===== src/rtl/icap_pkg.sv =====
package icap_pkg;
  // Edge qualifier: a capture happens when the level moves and lands on the selected polarity
  function automatic logic edge_hit(input logic prev_lvl, input logic cur_lvl, input logic want_rise);
    return (prev_lvl != cur_lvl) && (cur_lvl == want_rise);
  endfunction
endpackage


===== src/rtl/icap_sync.sv =====
module icap_sync #(
  parameter int STAGES = 2
) (
  input  logic clk,
  input  logic rst_n,
  input  logic din,
  output logic dout
);
  logic [STAGES-1:0] chain;

  generate
    for (genvar i = 0; i < STAGES; i++) begin : g_stage
      always_ff @(posedge clk or negedge rst_n) begin
        if (!rst_n) chain[i] <= 1'b0;
        else if (i == 0) chain[i] <= din;
        else chain[i] <= chain[(i == 0) ? 0 : i-1];
      end
    end
  endgenerate

  assign dout = chain[STAGES-1];
endmodule


===== src/rtl/icap_filter.sv =====
module icap_filter #(
  parameter int SAMPLES = 4
) (
  input  logic clk,
  input  logic rst_n,
  input  logic en,
  input  logic din,
  output logic level
);
  localparam int HIST = SAMPLES - 1;

  logic [HIST-1:0] hist;
  logic            filt_q;
  logic            all_hi, all_lo;

  always_ff @(posedge clk or negedge rst_n) begin
    if (!rst_n) hist <= '0;
    else if (HIST == 1) hist <= din;
    else hist <= {hist[HIST-1:0], din};
  end

  assign all_hi = din & (&hist);
  assign all_lo = ~din & ~(|hist);

  always_ff @(posedge clk or negedge rst_n) begin
    if (!rst_n) filt_q <= 1'b0;
    else if (all_hi) filt_q <= 1'b1;
    else if (all_lo) filt_q <= 1'b0;
  end

  assign level = en ? filt_q : din;

  // the filtered level only moves after a full run of agreeing samples
  a_r5_change_needs_run: assert property (@(posedge clk) disable iff (!rst_n)
    !$stable(filt_q) |-> $past(all_hi || all_lo));
endmodule


===== src/rtl/icap_edge.sv =====
module icap_edge (
  input  logic clk,
  input  logic rst_n,
  input  logic level,
  input  logic want_rise,
  input  logic block,
  output logic trig
);
  import icap_pkg::*;
  logic prev_lvl;

  always_ff @(posedge clk or negedge rst_n) begin
    if (!rst_n) prev_lvl <= 1'b0;
    else prev_lvl <= level;
  end

  assign trig = !block && edge_hit(prev_lvl, level, want_rise);
endmodule


===== src/rtl/icap_unit.sv =====
module icap_unit #(
  parameter int CNT_W        = 16,
  parameter int FILT_SAMPLES = 4,
  parameter int SYNC_STAGES  = 2
) (
  input  logic             clk,
  input  logic             rst_n,
  input  logic             cap_pin,
  input  logic [CNT_W-1:0] count_in,
  input  logic             filt_en,
  input  logic             edge_rise,
  input  logic             cap_disable,
  input  logic             cpu_wr,
  input  logic [CNT_W-1:0] cpu_wr_data,
  input  logic             flag_clr,
  input  logic             irq_ack,
  input  logic             irq_en,
  output logic [CNT_W-1:0] cap_value,
  output logic             cap_flag,
  output logic             irq
);
  logic pin_sync, pin_level, trig;

  icap_sync #(.STAGES(SYNC_STAGES)) u_sync (
    .clk(clk), .rst_n(rst_n), .din(cap_pin), .dout(pin_sync));

  icap_filter #(.SAMPLES(FILT_SAMPLES)) u_filt (
    .clk(clk), .rst_n(rst_n), .en(filt_en), .din(pin_sync), .level(pin_level));

  icap_edge u_edge (
    .clk(clk), .rst_n(rst_n), .level(pin_level), .want_rise(edge_rise),
    .block(cap_disable), .trig(trig));

  always_ff @(posedge clk or negedge rst_n) begin
    if (!rst_n) cap_value <= '0;
    else if (trig) cap_value <= count_in;
    else if (cap_disable && cpu_wr) cap_value <= cpu_wr_data;
  end

  always_ff @(posedge clk or negedge rst_n) begin
    if (!rst_n) cap_flag <= 1'b0;
    else if (trig) cap_flag <= 1'b1;
    else if (flag_clr || irq_ack) cap_flag <= 1'b0;
  end

  assign irq = cap_flag & irq_en;

  a_r4_stamp: assert property (@(posedge clk) disable iff (!rst_n)
    trig |=> cap_value == $past(count_in));
  a_r4_flag_set: assert property (@(posedge clk) disable iff (!rst_n)
    trig |=> cap_flag);
  a_r7_no_flag_when_disabled: assert property (@(posedge clk) disable iff (!rst_n)
    cap_disable && !cap_flag |=> !cap_flag);
  a_r8_cpu_load: assert property (@(posedge clk) disable iff (!rst_n)
    cap_disable && cpu_wr |=> cap_value == $past(cpu_wr_data));
  a_r9_clear: assert property (@(posedge clk) disable iff (!rst_n)
    (flag_clr || irq_ack) && !trig |=> !cap_flag);
  a_r10_irq_needs_flag: assert property (@(posedge clk) disable iff (!rst_n)
    irq |-> cap_flag);
endmodule


===== config.mk =====
export PLATFORM = sky130hd
export DESIGN_NAME = icap_unit
export DESIGN_NICKNAME = d
export VERILOG_FILES = /design/src/rtl/icap_pkg.sv /design/src/rtl/icap_sync.sv /design/src/rtl/icap_filter.sv /design/src/rtl/icap_edge.sv /design/src/rtl/icap_unit.sv
export SDC_FILE = /design/constraint.sdc
export NUM_CORES = 1
export LEC_CHECK = 0
export CORE_AREA = 10 10 57 59
export CTS_BUF_LIST = sky130_fd_sc_hd__clkbuf_16
export DETAILED_ROUTE_END_ITERATION = 10
export DIE_AREA = 0 0 67 69
export DONT_BUFFER_PORTS = 1
export PLACE_DENSITY = 0.7
export SYNTH_ARGS = -nofsm -noshare
export SYNTH_HDL_FRONTEND = slang
export SYNTH_HIERARCHICAL = 1
export SYNTH_SLANG_ARGS = --single-unit

===== constraint.sdc =====
create_clock -name clk -period 4.25 [get_ports clk]
set_clock_uncertainty 0.2 [all_clocks]
set_input_delay 0.6375 -clock clk [delete_from_list [all_inputs] [get_ports clk]]
set_output_delay 0.6375 -clock clk [all_outputs]
set_load 0.01 [all_outputs]

### Word level (Yosys, flattened, before mapping)

Index checks and enable logic that the tools add are counted.

* bits in registers: 24
* word-level logic and storage cells: 31

* eq/ne operators: 2
* multiplexer cells: 7
* bitwise logic cells: 5
* reductions and logical operators: 10

Operator list (number)
* 16-bit two-way mux: 2
* 2-bit nonzero test: 3
* 1-bit two-way mux: 5
* 1-bit bitwise AND: 3
* 1-bit logical AND: 3
* 3-bit AND reduction: 1
* 3-bit OR reduction: 1
* 1-bit NOT: 2
* 1-bit equality test: 1
* 1-bit zero test: 1
* 1-bit logical OR: 1
* 1-bit != test: 1

### Longest topological paths before layout

Gate-level depths: netlist of the first run.

* depth after elaboration: 5
* mapped depth: 7
* mapped depth without buffers: 5

### Modules after synthesis

The synthesis of the first run kept the hierarchy.

By module, submodules not included
* icap_unit: instances 1, cells an instance 95, area each 987.2 µm², seq. area each 425.4 µm²
* icap_filter: instances 1, cells an instance 8, area each 137.6 µm², seq. area each 100.1 µm²
* icap_sync: instances 1, cells an instance 2, area each 50.0 µm², seq. area each 50.0 µm²
* icap_edge: instances 1, cells an instance 4, area each 46.3 µm², seq. area each 25.0 µm²

### Worst setup path after synthesis of the first run

No wires, ideal clock.

* path kind: input-to-reg
* start point: input filt_en
* end point: register cap_value[0]
* library setup time: 0.101 ns
* arrival time: 2.116 ns
* required time: 3.949 ns
* slack: 1.833 ns
* stages: 7
* path buffers: 2
* cells stage by stage: mux2_1 or3b_1 a21oi_1 buf_2 buf_2 nand2_1 o311ai_2

* longest elaborated chain between the ends: 5
* elaborated cells between the ends (all ways): 7

Ends and longest elaborated chain
* from (decl): RTL line icap_unit.sv:10 `input logic filt_en,`
* 1-bit two-way mux *: RTL line icap_filter.sv:31 `assign level = en ? filt_q : din;`
* 1-bit != test or 1-bit equality test (tied branches): RTL line icap_pkg.sv:4 `return (prev_lvl != cur_lvl) && (cur_lvl == want_rise);`
* 1-bit logical AND *: RTL line icap_pkg.sv:4
* 1-bit logical AND *: RTL line icap_edge.sv:17 `assign trig = !block && edge_hit(prev_lvl, level, want_rise);`
* via trig: RTL line icap_unit.sv:22 `logic pin_sync, pin_level, trig;`
* 16-bit two-way mux or 2-bit nonzero test (tied branches)
* to (signal assigned): RTL line icap_unit.sv:36 `else if (trig) cap_value <= count_in;`
* to (signal assigned): RTL line icap_unit.sv:37 `else if (cap_disable && cpu_wr) cap_value <= cpu_wr_data;`
* to (decl): RTL line icap_unit.sv:18 `output logic [CNT_W-1:0] cap_value,`

Mark *: on every way through the listed nets, which the timed path passes. The rest lies on a longest branch.
A chain may end at the register's enable or synchronous reset.

### Worst setup path in the final report of the first run

* start point: register u_sync.chain[1] (netlist: u_sync/dout)
* end point: register cap_value[6]

* longest elaborated chain between the ends: 5
* elaborated cells between the ends (all ways): 7

Ends and longest elaborated chain
* from (decl): RTL line icap_sync.sv:9 `logic [STAGES-1:0] chain;`
* from (signal, indexed assignment): RTL line icap_sync.sv:15 `else if (i == 0) chain[i] <= din;`
* from (signal, indexed assignment): RTL line icap_sync.sv:16 `else chain[i] <= chain[(i == 0) ? 0 : i-1];`
* 1-bit two-way mux *: RTL line icap_filter.sv:31
* via pin_level: RTL line icap_unit.sv:22
* 1-bit != test or 1-bit equality test (tied branches): RTL line icap_pkg.sv:4
* 1-bit logical AND *: RTL line icap_pkg.sv:4
* 1-bit logical AND *: RTL line icap_edge.sv:17
* via trig: RTL line icap_unit.sv:22
* 16-bit two-way mux or 2-bit nonzero test (tied branches)

Marked as above.

==> out/metrics.cfg, run 1 <==
[status]
status = completed

[timing]
finalSetupTns_ns = 0
hold_slack_ns = 0.148
max_slew_margin_pct = 25.9
worst_slew_pin_slew_ns = 1.11
post-route-period-util_pct = 65.2
hold_viol_final = 0
max_freq_mhz = 361
rsz0062_at_grt = no
setup_viol = 0
min_period_ns = 2.77
slew_viol_final = 0

[finish]
postLayoutCoreUtil_pct = 60.2
syn_to_final_growth_pct = 5.84
drive_gt1_share_pct = 15.5
final_net_count = 147
final_cell_mix = dfrtp_1 (24), nand2_1 (17), inv_1 (16), nand4b_1 (16), o311ai_2 (10)
fin_cells = 131
nFillCells = 189
antennaDiodeCount = 0
layout_commonest_cell = dfrtp_1

[placed_design]
hpwl_mm = 2.18
place_congestion = 0.722
dp.cells = 127
io_buffers = 0

[routing]
routed_wl_mm = 2.96
vias = 832
met1_length_mm = 1.15
wl_met3_um = 359
wl_per_cell_um = 22.6
top_layer = met4
drt_iter0_markers = 61
viasPerCell = 6.35
ant_nets = 0
drc = 0
dr.pass1.iters = 4
wl_met2_mm = 1.44

[critical_path]
timing.rr.start = u_sync/dout
endpoint = cap_value[6]
required_ns = 4.14
critPathArrivalTime_ns = 2.66
path_class = register to register
startpoint_type = register
rr_worst_depth = 5
startpoint = u_sync/dout
end_kind = register
critPathMaxFanout = 49
reg2reg_slack_ns = 1.48
timing.rr.end = cap_value[6]

[cts]
clk_pin_slew_ns = 0.06
cts-resized-gates = 0
hold_buffers = 1
cts_setup_buffers = 0
h-tree-depth = 1
cts-root-buf = clkbuf_16
tritoncts = done
clock_sinks = 24
insertion_delay_ns = 0.25
cts_buffers = 3
cts_buffer_depth = 2

[global_route]
grt_use_total_pct = 12.7
antenna_found_initial = 0
grt_max_degree = 50
grt_pass1_vias = 870
grt_pass1_wl_mm = 4.71
grt-ovfl-total = 0

[yosys]
yosysWarnings = 6
syn_avg_cell_area_um2 = 11.2
syn_nets = 151
synth-seq-cells = 24
netlist_area_mm2 = 0.00122
ys_seq_area_share_pct = 49.2
ys_types = 20
syn-instance-count = 109

[power]
ir_worst_vdd_mv = 0.316
powerDensity_mw_per_mm2 = 465
p_leak_nw = 0.521

[die]
fp-row-count = 17
initial_core_util_pct = 56.8
coreArea_mm2 = 0.00215
dieHeight_um = 69
pin_count = 60
dieArea_mm2 = 0.00462
chipWidth_um = 67

[hold_path]
hp-class = register to register

[run]
drv_cap = 0

area by class of cell:
type	count	area [µm²]	area share, %
multi-input cells	59	512	39.6
inverters	16	60.1	4.65
well taps	28	35.0	2.71
repair buffers	1	10.0	0.774
flip-flops and latches	24	601	46.5
clock buffers	3	75.1	5.81
per-stage QoR:
stage	setup slack, ns	area [µm²]	total power [mW]
2_1_floorplan	1.83	1220	0.390
3_3_place_gp	1.33	1210	0.400
3_5_place_dp	1.23	1210	0.406
4_1_cts	1.46	1290	0.608
5_1_grt	1.26	1290	0.637
6_report	1.48	1290	0.600
power breakdown:
part	internal, mW	leakage, nW	switching [mW]	total, mW
combinational	0.0453	0.192	0.0462	0.0915
sequential	0.267	0.292	0.0446	0.312
clock	0.124	0.0370	0.0730	0.197
registers in the layout, indices dropped and copies added, names as in the netlist:
name	flops
cap_flag	1
u_filt/filt_q	1
u_sync/chain	1
u_sync/dout	1
u_edge/prev_lvl	1
cap_value	16
u_filt/hist	3
worst min-delay path by stage:
stage	from	end	slack, ns	cells after the start
2_1_floorplan	u_sync/chain[0]	u_sync/dout	0.13	0
6_report	u_sync/chain[0]	u_sync/dout	0.15	0
5_1_grt	u_sync/chain[0]	u_sync/dout	0.17	0
3_5_place_dp	rst_n	cap_value[4]	0.14	0
4_1_cts	u_sync/chain[0]	u_sync/dout	0.15	0
3_3_place_gp	u_sync/chain[0]	u_sync/dout	0.13	0
kinds of logic (layout without fill, tap and decap cells):
kind of cell,after synthesis,after routing,synth area share (%)
simple gates,39,39,20.1
buf+inv,26,20,9.84
flops,24,24,49.2
compound gates,19,19,20.0
mux,1,1,0.922
critical path: stages (launching register included):
cell	delay (ns)
dfrtp_1	0.41
mux2_1	0.33
or3b_1	0.43
a21oi_4	0.88
nand4b_1	0.23
o311ai_2	0.10
layer usage:
metal | vias to the layer above | track usage [%]
li1 | 383 | -
met1 | 412 | 15.1
met2 | 35 | 19.6
met3 | 2 | 6.92
met4 | 0 | 2.71
met5 | - | 0
synthesized netlist by cell type:
library cell | n | area, µm²
a21o_1 | 1 | 7.51
a21oi_1 | 1 | 5.00
and2_1 | 1 | 6.26
and2_4 | 1 | 8.76
buf_2 | 6 | 30.0
buf_6 | 2 | 22.5
clkbuf_1 | 2 | 7.51
dfrtp_1 | 24 | 601
inv_1 | 16 | 60.1
mux2_1 | 1 | 11.3
nand2_1 | 17 | 63.8
nand3b_1 | 1 | 7.51
nand4_1 | 1 | 6.26
nand4b_1 | 16 | 140
nor2_1 | 1 | 3.75
o311ai_0 | 1 | 8.76
o311ai_1 | 5 | 43.8
o311ai_2 | 10 | 163
o41ai_2 | 1 | 16.3
or3b_1 | 1 | 8.76
Power figures use the tool's default switching activity.
==> run 2: changes to the inputs <==
--- a/config.mk
+++ b/config.mk
@@ -5,12 +5,13 @@
 export SDC_FILE = /design/constraint.sdc
 export NUM_CORES = 1
 export LEC_CHECK = 0
-export CORE_AREA = 10 10 57 59
+export ABC_AREA = 1
+export CORE_AREA = 10 10 58 60
 export CTS_BUF_LIST = sky130_fd_sc_hd__clkbuf_16
 export DETAILED_ROUTE_END_ITERATION = 10
-export DIE_AREA = 0 0 67 69
+export DIE_AREA = 0 0 68 70
 export DONT_BUFFER_PORTS = 1
-export PLACE_DENSITY = 0.7
+export PLACE_DENSITY = 0.68
 export SYNTH_ARGS = -nofsm -noshare
 export SYNTH_HDL_FRONTEND = slang
 export SYNTH_HIERARCHICAL = 1
==> constraint.sdc (replaced) <==
create_clock -name clk -period 2.45 [get_ports clk]
set_clock_uncertainty 0.2 [all_clocks]
set_input_delay 0.3675 -clock clk [delete_from_list [all_inputs] [get_ports clk]]
set_output_delay 0.3675 -clock clk [all_outputs]
set_load 0.01 [all_outputs]
==> run 2 against run 1 <==
Effect of this change:
- setup slack got worse by 0.90 ns
- global-route usage is 0.35 points lower
- area after synthesis shrank 4.3%
- synthesized cell count rose by 40%
- via count increased by 12%
- sequential power grew 77%
- clock-buffer cell count unchanged
- total power up 96%
- cell count is 40% higher
- final area decreased by 1.5%
- sequential cell count did not move
==> out/metrics.cfg, run 2 <==
[finish]
final_cell_mix = nand2_1 (89), dfrtp_1 (24), nand3_1 (16)
final_net_count = 196  ; +33%
top_regs = cap_value x16, u_filt/hist x3
antennaDiodeCount = 0  ; unchanged
postLayoutCoreUtil_pct = 54.4  ; -5.8 points
syn_to_final_growth_pct = 8.99
top_register = cap_value
layout_commonest_cell = nand2_1
fin_cells = 183  ; +40%
largest_reg_flops = 16  ; unchanged
drive_gt1_share_pct = 5.88  ; -9.7 points

[yosys]
synth_area_leader_cell = dfrtp_1
synth_top_area_share_pct = 51.4  ; +2.2 points
netlist_area_mm2 = 0.00117  ; -4.3%
syn_nets = 195  ; +29%
ys_seq_area_share_pct = 51.4  ; +2.2 points
synth-seq-cells = 24  ; unchanged
synth-edff-count = 0  ; unchanged
yosysWarnings = 6  ; unchanged
syn-instance-count = 153  ; +40%
yosys-top-cells-count = nand2_1 (89), dfrtp_1 (24), nand3_1 (16), inv_1 (6)
syn_avg_cell_area_um2 = 7.64  ; -32%
synth_ff_type = dfrtp_1
synthArstFlopShare_pct = 100  ; unchanged
synth.area.top_cells = dfrtp_1 (51%), nand2_1 (29%), nand3_1 (6.9%), buf_6 (3.9%), inv_1 (1.9%)
ys_types = 15  ; -25%
synthMostInstantiatedCell = nand2_1

[timing]
rsz0062_at_grt = no
slew_viol_final = 0  ; unchanged
max_slew_margin_pct = 31.6  ; +5.6 points
hold_viol_final = 0  ; unchanged
post-route-period-util_pct = 76.5  ; +11 points
min_period_ns = 1.87  ; -0.897 ns
max_freq_mhz = 534  ; +48%
finalSetupTns_ns = 0  ; unchanged
worst_slew_pin_slew_ns = 1.02  ; -0.0852 ns
setup_viol = 0  ; unchanged

[die]
dieArea_mm2 = 0.00476  ; +3.0%
initial_core_util_pct = 49.9  ; -7.0 points
coreArea_mm2 = 0.00234  ; +9.0%
dieHeight_um = 70  ; +1.4%
pin_count = 60  ; unchanged
chipWidth_um = 68  ; +1.5%
fp-row-count = 18  ; +1

[critical_path]
cp_cell_sequence = inv_1 > o21ai_1 > inv_1 > nand2_1 > nand2_1 > nor2_1 > buf_4 > nand2_1 > nand2_1 > nand2_1 > nand2_1
crit_slowest_cell = dfrtp_1
required_ns = 2.44  ; -1.70 ns
critPathArrivalTime_ns = 1.87  ; -0.79 ns
critPathTopFamily = simple AND/OR/NAND/NOR gates
critPathMaxFanout = 16  ; -67%
cpMostUsedCell = nand2_1
path_class = register to register
worstPathBufferInverterCount = 3  ; +3
startpoint_type = register
end_kind = register
cpPeakStageDelay_ns = 0.38  ; -0.50 ns

[placed_design]
io_buffers = 0  ; unchanged
hpwl_mm = 2.17  ; -0.24%
place_congestion = 0.802  ; +11%
dp.cells = 177  ; +39%

[run]
drv_cap = 0  ; unchanged

[status]
status = completed

[routing]
viasPerCell = 5.09  ; -20%
ant_nets = 0  ; unchanged
drc = 0  ; unchanged
vias = 931  ; +12%
drt_iter0_markers = 75  ; +23%
dr.pass1.iters = 4  ; unchanged
wl_per_cell_um = 15.6  ; -31%
routed_wl_mm = 2.86  ; -3.4%

[cts]
h-tree-depth = 1  ; unchanged
cts-root-buf = clkbuf_16
cts_buffer_depth = 2  ; unchanged
cts_buffers = 3  ; unchanged
cts_setup_buffers = 0  ; unchanged
clk_pin_slew_ns = 0.06  ; about the same
insertion_delay_ns = 0.26  ; about the same
clock_sinks = 24  ; unchanged
hold_buffers = 2  ; +1
tritoncts = done
cts-resized-gates = 0  ; unchanged

[global_route]
grt_max_degree = 35  ; -30%
grt-ovfl-total = 0  ; unchanged
grt_pass1_wl_mm = 4.69  ; -0.43%
grt_pass1_vias = 965  ; +11%
antenna_found_initial = 0  ; unchanged
grt_use_total_pct = 12.4  ; -0.35 points

[power]
p_leak_nw = 0.714  ; +37%
ir_worst_vdd_mv = 0.456  ; +44%
powerDensity_mw_per_mm2 = 925  ; +99%

[hold_path]
hp-class = input pin to register

## run 2: cell types whose count changed in the layout (fill, tap and decap cells not counted), sizes merged, moves of 4 or more
| cell | before | now |
|---|---|---|
| inv | 16 | 7 |
| nor2 | 1 | 5 |
| nand2 | 17 | 91 |
| o311ai | 16 | 0 |
| nand3 | 0 | 16 |
| nand4b | 16 | 0 |
## run 2: final timing paths
check                                startpoint              end  slack [ns]  depth (start not counted)
worst max-delay path                u_sync/dout     cap_value[3]        0.58                         11
worst min register to register  u_sync/chain[0]      u_sync/dout        0.16                          0
worst min-delay path                    filt_en  u_edge/prev_lvl        0.02                          1
worst max register to register      u_sync/dout     cap_value[3]        0.58                         11
max in group asynchronous                 rst_n     cap_value[5]        0.89                          1
min in group asynchronous                 rst_n   u_filt/hist[0]        0.53                          1
## run 2: kinds of logic (layout without fill, tap and decap cells)
logic type,count (synthesis),count (layout),share of synthesized area (%)
AO/OA/AOI/OAI,2,2,0.856
buffers and inverters,14,14,8.46
flip-flops,24,24,51.4
AND/OR/NAND/NOR,113,113,39.3
## run 2: per-layer routing
layer / GRT usage, % / part of all wire [%] / vias up
li1: - / - / 468
met5: 0 / 0 / -
met1: 15.3 / 42 / 421
met3: 5.10 / 9.9 / 5
met2: 18.4 / 46 / 37
met4: 4.70 / 1.6 / 0
## run 2: final cells by class
class | count | area [µm²]
clock buffer | 3 | 75.1
sequential | 24 | 601
timing repair buffer | 3 | 27.5
fill | 239 | 1070
tap | 30 | 37.5
multi-input combinational | 115 | 469
inverter | 7 | 33.8
clock inverter | 1 | 30.0
## run 2: worst reg2reg max path: stages (launching register included)
cell     delay, ns
dfrtp_1       0.38
inv_1         0.05
o21ai_1       0.15
inv_1         0.07
nand2_1       0.06
nand2_1       0.04
nor2_1        0.31
buf_4         0.29
nand2_1       0.08
nand2_1       0.07
nand2_1       0.05
nand2_1       0.05
## run 2: power by group
part	total (mW)	switching (mW)	internal, mW
clock	0.459	0.135	0.325
sequential	0.552	0.0852	0.467
combinational	0.167	0.106	0.0604
total	1.18	0.326	0.852
## run 2: per-stage QoR
step | setup WS (ns) | power [mW] | hold slack (ns) | cell area, µm²
after global placement | 0.655 | 0.712 | -0.127 | 1150
after global routing | 0.317 | 1.25 | 0.0258 | 1270
final | 0.576 | 1.18 | 0.0215 | 1270
after CTS | 0.551 | 1.19 | 0.0231 | 1270
after detailed placement | 0.560 | 0.719 | -0.127 | 1150
after floorplan | 0.872 | 0.690 | -0.128 | 1170
==> run 3: changes to the inputs <==
--- a/config.mk
+++ b/config.mk
@@ -5,13 +5,13 @@
 export SDC_FILE = /design/constraint.sdc
 export NUM_CORES = 1
 export LEC_CHECK = 0
-export ABC_AREA = 1
-export CORE_AREA = 10 10 58 60
+export ABC_AREA = 0
+export CORE_AREA = 10 10 57 59
 export CTS_BUF_LIST = sky130_fd_sc_hd__clkbuf_16
 export DETAILED_ROUTE_END_ITERATION = 10
-export DIE_AREA = 0 0 68 70
+export DIE_AREA = 0 0 67 69
 export DONT_BUFFER_PORTS = 1
-export PLACE_DENSITY = 0.68
+export PLACE_DENSITY = 0.7
 export SYNTH_ARGS = -nofsm -noshare
 export SYNTH_HDL_FRONTEND = slang
 export SYNTH_HIERARCHICAL = 1
==> constraint.sdc (replaced) <==
create_clock -name clk -period 1.8 [get_ports clk]
set_clock_uncertainty 0.2 [all_clocks]
set_input_delay 0.27 -clock clk [delete_from_list [all_inputs] [get_ports clk]]
set_output_delay 0.27 -clock clk [all_outputs]
set_load 0.01 [all_outputs]
==> run 3 against run 2 <==
Effect of this change:
- the run now ends with setup timing left
- via count rose by 6.8%
- clock power grew 2%
- critical path depth is 5 lower
- hold slack got worse by 0.019 ns
- cell count fell by 10%
- final area grew 32%
- sequential power is 34% higher
- sequential cell count is the same
- combinational power up 110%
==> out/metrics.cfg, run 3 (same netlist as run 1, synthesis figures left out) <==
[routing]
ant_nets = 0  ; unchanged
routed_wl_mm = 3.62  ; +27%
drc = 0  ; unchanged
viasPerCell = 6.06  ; +19%
drt_iter0_markers = 96  ; +28%
wl_per_cell_um = 22.1  ; +41%
vias = 994  ; +6.8%
dr.pass1.iters = 4  ; unchanged

[global_route]
antenna_found_initial = 0  ; unchanged
grt_max_degree = 25  ; -29%
grt_pass1_wl_mm = 5.80  ; +24%
grt-ovfl-total = 0  ; unchanged
grt_pass1_vias = 1139  ; +18%
grt_use_total_pct = 15.5  ; +3.1 points

[critical_path]
crit_slowest_cell = or3b_4
critPathTopFamily = simple AND/OR/NAND/NOR gates
startpoint = u_sync/dout
crit_cells = 6  ; -5
reg2reg_slack_ns = -0.27  ; -0.84 ns
cpPeakStageDelay_ns = 0.39  ; about the same
critPathArrivalTime_ns = 1.99  ; +0.12 ns
timing.rr.end = cap_value[6]
startpoint_type = register
timing.rr.start = u_sync/dout
rr_worst_depth = 6  ; -5
worstPathBufferInverterCount = 2  ; -1
required_ns = 1.72  ; -0.72 ns
cp_cell_sequence = mux2_4 > or3b_4 > a21oi_4 > buf_6 > clkbuf_16 > o311ai_2
endpoint = cap_value[6]
path_class = register to register
critPathMaxFanout = 6  ; -10
end_kind = register

[finish]
final_cell_mix = dfrtp_1 (24), dlygate4sd3_1 (22), inv_1 (16), nand4b_1 (16), nand2_1 (14)
final_net_count = 180  ; -8.2%
design_area_mm2 = 0.00168  ; +32%
top_regs = cap_value x16, u_filt/hist x3
top_register = cap_value
syn_to_final_growth_pct = 37.3
layout_commonest_cell = dfrtp_1
largest_reg_flops = 16  ; unchanged
postLayoutCoreUtil_pct = 78.0  ; +24 points
antennaDiodeCount = 0  ; unchanged
drive_gt1_share_pct = 24.3  ; +18 points

[timing]
slew_viol_final = 0  ; unchanged
setup_viol = 17  ; +17
max_slew_margin_pct = 29.0  ; -2.5 points
rsz0062_at_grt = yes
layout_setup_ws_ns = -0.269  ; -0.845 ns
hold_slack_ns = 0.00236  ; -0.0191 ns
hold_viol_final = 0  ; unchanged
max_freq_mhz = 483  ; -9.4%
post-route-period-util_pct = 115  ; +38 points
worst_slew_pin_slew_ns = 1.06  ; +0.0379 ns
min_period_ns = 2.07  ; +0.195 ns
finalSetupTns_ns = -3.79  ; -3.79 ns

[power]
power_mw = 1.55  ; +32%
p_leak_nw = 0.699  ; -2.0%
ir_worst_vdd_mv = 0.712  ; +56%
powerDensity_mw_per_mm2 = 926  ; +0.11%

[die]
chipWidth_um = 67  ; -1.5%
initial_core_util_pct = 56.8  ; +7.0 points
dieHeight_um = 69  ; -1.4%
fp-row-count = 17  ; -1
dieArea_mm2 = 0.00462  ; -2.9%
coreArea_mm2 = 0.00215  ; -8.3%
pin_count = 60  ; unchanged

[cts]
tritoncts = done
cts_buffers = 3  ; unchanged
cts_buffer_depth = 2  ; unchanged
insertion_delay_ns = 0.25  ; about the same
cts-root-buf = clkbuf_16
clk_pin_slew_ns = 0.06  ; about the same
h-tree-depth = 1  ; unchanged
clock_sinks = 24  ; unchanged

[placed_design]
place_congestion = 0.810  ; +1.0%
hpwl_mm = 2.34  ; +7.8%
place_area_mm2 = 0.00129  ; +12%
io_buffers = 0  ; unchanged

[status]
violations = setup timing
status = complete, but fails checks

[hold_path]
hp-class = input pin to register

[run]
drv_cap = 0  ; unchanged

-- run 3: power by group --
| part | internal [mW] | switching (mW) |
|---|---|---|
| Combinational | 0.200 | 0.144 |
| Sequential | 0.631 | 0.107 |
| Clock | 0.294 | 0.177 |
| Total | 1.12 | 0.428 |
-- run 3: timing repair --
item,4_1_cts,5_1_grt
resized for setup,5,3
hold endpoints to repair,42,1
cloned,2,1
buffers inserted,2,1
endpoints found under the setup margin,17,17
hold buffers,21,1
-- run 3: stage by stage --
step	setup slack, ns	instances
detailed placement	-0.234	134
finish	-0.269	164
CTS	-0.221	162
global route	-0.331	164
global placement	-0.169	134
floorplan	-0.189	109
-- run 3: how the worst min path moves through the flow --
stage / to / cells after the start / slack [ns] / from
finish: cap_value[11] / 2 / 0.002 / cpu_wr_data[11]
global route: cap_value[14] / 2 / 0.01 / cpu_wr_data[14]
CTS: cap_value[14] / 2 / -0.05 / count_in[14]
detailed placement: cap_flag / 0 / -0.22 / rst_n
global placement: cap_value[3] / 0 / -0.22 / rst_n
floorplan: cap_flag / 0 / -0.23 / rst_n
-- run 3: final cells by class --
class / instances / area, µm²
Clock buffer: 3 / 75.1
Fill cell: 141 / 472
Inverter: 16 / 60.1
Multi-Input combinational cell: 59 / 526
Sequential cell: 24 / 601
Tap cell: 28 / 35.0
Timing Repair Buffer: 34 / 380
-- run 3: per-layer routing --
layer	part of all wire [%]	vias to the layer above	GRT usage [%]
li1	-	448	-
met1	38	492	18.7
met2	51	50	24.8
met3	9.1	4	4.83
met4	1.1	0	5.66
met5	0	-	0
-- run 3: worst register-to-register path, stage by stage (launching register included) --
cell and delay, ns:
dfrtp_1 0.38, mux2_4 0.28, or3b_4 0.39, a21oi_4 0.27, buf_6 0.18, clkbuf_16 0.15, o311ai_2 0.11
